<file path="src/rtl/burst_addr_seq_pkg.sv">
package burst_addr_seq_pkg;

  // Low address bits for a given beat of a burst.
  function automatic logic [1:0] beat_low(input logic [1:0] start,
                                          input logic [1:0] idx,
                                          input logic       ilv);
    logic [1:0] r;
    if (ilv) r = start ^ idx;
    else     r = start + idx;   // 2-bit add wraps modulo 4
    return r;
  endfunction

endpackage

</file>
<file path="src/rtl/burst_strobe_arb.sv">
module burst_strobe_arb (
  input  logic strb_proc,
  input  logic strb_ctrl,
  input  logic chip_en,
  output logic load_evt,
  output logic desel_evt
);
  logic proc_take;
  logic ctrl_take;

  // The processor strobe is accepted only while enabled, and it has priority.
  assign proc_take = strb_proc & chip_en;
  assign ctrl_take = strb_ctrl & ~proc_take;

  assign load_evt  = proc_take | (ctrl_take & chip_en);
  assign desel_evt = ctrl_take & ~chip_en;
endmodule

</file>
<file path="src/rtl/burst_beat_ctr.sv">
module burst_beat_ctr (
  input  logic       clk,
  input  logic       rst,
  input  logic       load_evt,
  input  logic       desel_evt,
  input  logic       advance,
  input  logic       order_in,
  output logic [1:0] beat_idx,
  output logic       active,
  output logic       ilv_mode
);
  logic step_evt;
  assign step_evt = active & advance & ~load_evt & ~desel_evt;

  always_ff @(posedge clk) begin
    if (rst) begin
      beat_idx <= 2'd0;
      active   <= 1'b0;
      ilv_mode <= 1'b0;
    end else if (load_evt) begin
      beat_idx <= 2'd0;
      active   <= 1'b1;
      ilv_mode <= order_in;
    end else if (desel_evt) begin
      active   <= 1'b0;
    end else if (step_evt) begin
      beat_idx <= beat_idx + 2'd1;
    end
  end

  AST_STEP_ONE: assert property (@(posedge clk) disable iff (rst)
    step_evt |=> beat_idx == $past(beat_idx) + 2'd1);
  AST_MODE_HELD: assert property (@(posedge clk) disable iff (rst)
    !load_evt |=> $stable(ilv_mode));
endmodule

</file>
<file path="src/rtl/burst_addr_reg.sv">
module burst_addr_reg #(
  parameter int ADDR_W = 19
) (
  input  logic              clk,
  input  logic              rst,
  input  logic              load_evt,
  input  logic [ADDR_W-1:0] addr_in,
  output logic [ADDR_W-1:0] base_addr
);
  always_ff @(posedge clk) begin
    if (rst)           base_addr <= '0;
    else if (load_evt) base_addr <= addr_in;
  end
endmodule

</file>
<file path="src/rtl/burst_addr_seq.sv">
module burst_addr_seq #(
  parameter int ADDR_W = 19
) (
  input  logic              clk,
  input  logic              rst,
  input  logic [ADDR_W-1:0] addr_in,
  input  logic              strb_proc,
  input  logic              strb_ctrl,
  input  logic              chip_en,
  input  logic              advance,
  input  logic              order_sel,
  output logic [ADDR_W-1:0] mem_addr,
  output logic              mem_valid
);
  import burst_addr_seq_pkg::*;

  localparam int UP_W = ADDR_W - 2;

  logic              load_evt;
  logic              desel_evt;
  logic [1:0]        beat_idx;
  logic              ilv_mode;
  logic [ADDR_W-1:0] base_addr;

  burst_strobe_arb u_arb (
    .strb_proc (strb_proc),
    .strb_ctrl (strb_ctrl),
    .chip_en   (chip_en),
    .load_evt  (load_evt),
    .desel_evt (desel_evt)
  );

  burst_beat_ctr u_ctr (
    .clk       (clk),
    .rst       (rst),
    .load_evt  (load_evt),
    .desel_evt (desel_evt),
    .advance   (advance),
    .order_in  (order_sel),
    .beat_idx  (beat_idx),
    .active    (mem_valid),
    .ilv_mode  (ilv_mode)
  );

  burst_addr_reg #(.ADDR_W(ADDR_W)) u_areg (
    .clk       (clk),
    .rst       (rst),
    .load_evt  (load_evt),
    .addr_in   (addr_in),
    .base_addr (base_addr)
  );

  assign mem_addr = {base_addr[ADDR_W-1:2], beat_low(base_addr[1:0], beat_idx, ilv_mode)};

  AST_RESET_CLEARS: assert property (@(posedge clk)
    rst |=> !mem_valid && mem_addr == '0);
  AST_LOAD_ADDR: assert property (@(posedge clk) disable iff (rst)
    (strb_proc || strb_ctrl) && chip_en |=> mem_valid && mem_addr == $past(addr_in));
  AST_UPPER_KEPT: assert property (@(posedge clk) disable iff (rst)
    !((strb_proc || strb_ctrl) && chip_en) |=> $stable(mem_addr[ADDR_W-1:2]));
  AST_HOLD_NO_ADV: assert property (@(posedge clk) disable iff (rst)
    !strb_proc && !strb_ctrl && !advance |=> $stable(mem_addr) && $stable(mem_valid));
  AST_PROC_IGNORED: assert property (@(posedge clk) disable iff (rst)
    strb_proc && !chip_en && !strb_ctrl && !advance |=> $stable(mem_addr) && $stable(mem_valid));
  AST_DESELECT: assert property (@(posedge clk) disable iff (rst)
    strb_ctrl && !chip_en |=> !mem_valid);
endmodule

</file>
<file path="config.mk">
export PLATFORM = sky130hd
export DESIGN_NAME = burst_addr_seq
export DESIGN_NICKNAME = d
export VERILOG_FILES = /design/src/rtl/burst_addr_seq_pkg.sv /design/src/rtl/burst_strobe_arb.sv /design/src/rtl/burst_beat_ctr.sv /design/src/rtl/burst_addr_reg.sv /design/src/rtl/burst_addr_seq.sv
export SDC_FILE = /design/constraint.sdc
export NUM_CORES = 1
export LEC_CHECK = 0
export ABC_AREA = 1
export BUFFER_PORTS_ARGS = -buffer_cell sky130_fd_sc_hd__buf_2
export CORE_ASPECT_RATIO = 0.75
export CORE_MARGIN = 2
export CORE_UTILIZATION = 35
export CTS_CLUSTER_DIAMETER = 80
export DETAILED_ROUTE_END_ITERATION = 10
export RECOVER_POWER = 50
export SLEW_MARGIN = 20
export SYNTH_ARGS = -nofsm -noshare
export SYNTH_HDL_FRONTEND = slang
export SYNTH_SLANG_ARGS = --single-unit
</file>
<file path="constraint.sdc">
create_clock -name clk -period 1.3 [get_ports clk]
set_clock_uncertainty 0.15 [all_clocks]
set_input_delay 0.325 -clock clk [delete_from_list [all_inputs] [get_ports clk]]
set_output_delay 0.325 -clock clk [all_outputs]
set_load 0.005 [all_outputs]
</file>
==> impl_metrics.toml <==
[finish]
fin_cells = 204
drive_above_1_share_pct = 39.2
syn_to_final_growth_pct = 18.3
nets = 194
diodes = 0
fill_cells = 328
multiInputGateArea_um2 = 380
regArea_um2 = 463

[flow_run]
cap_violations = 0

[floorplanning]
die_x_um = 67.1
num_rows = 17
start_util_pct = 36.2
die_h_um = 51.3
core_area_um2 = 2890
ios = 46
die-area_um2 = 3450

[min_path]
hold_class = "input port to flop"

[power_and_ir_drop]
p_clk_share_pct = 30.1
power_density_nw_per_um2 = 1160
p_total_mw = 1.43
p_switching_mw = 0.357
intPower_mw = 1.08
pwr-share-comb_pct = 15.5
switching_share_pct = 24.9
peakVddDrop_mv = 0.569
seqPwrFrac_pct = 54.4
p_leak_nw = 0.612

[clocking]
clk_pin_slew_ns = 0.08
postCtsSetupBuffers = 0
cts_buffers = 3
cts_tree = "yes"
cts_root_buf = "clkbuf_8"
clock_latency_ns = 0.26
clockBufferDepth = 2
cts_sinks = 23
htreeDepth = 1

[sta]
clock.fmax_mhz = 613
finalMaxSlewViolations = 0
slew_headroom_pct = 74.4
hold_viol_final = 0
rsz0062_at_grt = "yes"
setup_slack_ns = -0.332
setup_viol = 2
hold-worst-slack_ns = 0.0812
final.setup.tns_ns = -0.449
period_minus_slack_ns = 1.63
period_share_pct = 126
tightest_slew_ns = 0.383

[placement]
place_inst = 200
numPortBuffers = 45
dp_slack_ns = -0.0847
place.gp.congestion = 0.630
dpl.hpwl_um = 1580

[setup_path]
path_max_fanout = 2
cp-start-kind = "flop"
cpLargestDelayFamily = "flip-flops"
path_buf_inv = 3
crit_path_end_kind = "output port"
crit_slowest_cell = "dfxtp_2"
required_ns = 0.82
crit_path_cell_trace = "ha_4 -> inv_2 -> nor2_2 -> xor2_1 -> inv_1 -> buf_2"
critPathMaxStageDelay_ns = 0.36
crit_type = "flop to output port"
arrival_ns = 1.16

[routing]
wl_per_cell_um = 10.4
drt-total-wl_um = 2120
drt_iter0_drc = 23
drtAntennaViolNets = 0
via_count = 885
viasPerCell = 4.34
first_pass_iters = 4
drc = 0

[global_route]
grt_max_degree = 21
grt_use_total_pct = 13.5
grt_pass1_vias = 800
antenna_found_initial = 0
overflow = 0
grt_pass1_wl_um = 3420

[synth]
yosys.area.top_type = "dfxtp_1"
yosysWarnings = 0
synthTopCellsByArea = "dfxtp_1 44%, nor2_1 14%, buf_4 12%, o21ai_0 8.1%, buf_6 4.3%"
syn-instance-count = 134
ys_seq_area_share_pct = 44.0
synth_cell_type_count = 17
synthesis.area_um2 = 1050
avgSynthCellArea_um2 = 7.81
synthesis.nets = 161
synth_top_cell_area_share_pct = 44.0
synth_seq_cells = 23

[outcome]
status = "finished, violations left"
violations = "setup timing"
## sequential cells by signal, indices dropped and copies added, names as in the netlist
| register | count |
|---|---|
| u_areg.base_addr | 19 |
| u_ctr.beat_idx | 2 |
| u_ctr.active | 1 |
| u_ctr.ilv_mode | 1 |
## path summary, 6_finish.rpt
check	from	endpoint	slack (ns)	depth (start not counted)
max	u_areg.base_addr[0]	mem_addr[1]	-0.33	6
min	rst	u_ctr.active	0.08	2
max reg2reg	u_ctr.beat_idx[0]	u_ctr.beat_idx[1]	0.26	6
min reg2reg	u_areg.base_addr[4]	u_areg.base_addr[4]	0.33	2
## through the flow
step | util [%] | instance area, µm²
floorplan | - | 1050
global placement | 40.8 | 1180
detailed placement | 40.8 | 1180
CTS | 43.2 | 1250
global route | 42.8 | 1240
finish | 42.8 | 1240
## Yosys cell counts (all sizes together)
cell type and n:
buf 23, o21ai 23, xor2 1, nand2 10, inv 7, xnor2 1, dfxtp 23, ha 1
nor2 42, a21oi 3
## final cells by class
cell class	instances	share of cell area, %
timing repair buffer	51	22.1
tap	38	3.84
clock inverter	1	0.404
clock buffer	3	3.34
multi-input combinational	81	30.7
inverter	7	2.12
sequential	23	37.4
## timing repair
item / 4_1_cts / 5_1_grt
resized for setup: 4 / 2
hold buffers: 0 / 0
pin swaps: 0 / 2
endpoints found under the setup margin: 2 / 2
## cell families after synthesis
family                     after synthesis  synth area share (%)
AOI/OAI and AO/OA                       26                  13.5
xor gates and xnor gates                 2                  1.67
adders and majority gates                1                  1.20
buffers and inverters                   30                  20.0
DFF                                     23                  44.0
and+or+nand+nor                         52                  19.6
## power by group through the flow
| stage | clock network (mW) | logic (mW) | registers [mW] |
|---|---|---|---|
| floorplan | 0 | 0.179 | 0.792 |
| global placement | 0 | 0.216 | 0.793 |
| detailed placement | 0 | 0.224 | 0.796 |
| CTS | 0.455 | 0.229 | 0.781 |
| global route | 0.483 | 0.259 | 0.787 |
| finish | 0.431 | 0.222 | 0.781 |
## cells in the final DEF (no fill, tap or decap)
master,n
ha_4,1
clkinv_2,1
buf_4,5
dfxtp_1,21
a21oi_1,3
buf_6,1
clkbuf_8,3
xor2_1,1
o21ai_0,18
inv_2,2
buf_2,44
nor2_2,4
nor2_1,38
nand2_2,1
clkbuf_2,1
o21ai_1,5
dfxtp_2,2
inv_1,5
nand2_1,9
xnor2_1,1
## metal layers
| layer | global-route usage [%] | vias to the layer above | wire length, µm |
|---|---|---|---|
| li1 | - | 464 | - |
| met1 | 15.8 | 391 | 906 |
| met4 | 4.08 | 0 | 23 |
| met3 | 5.07 | 2 | 156 |
| met2 | 22.9 | 28 | 1030 |
| met5 | 0 | - | 0 |
(Power assumes the default switching activity.)
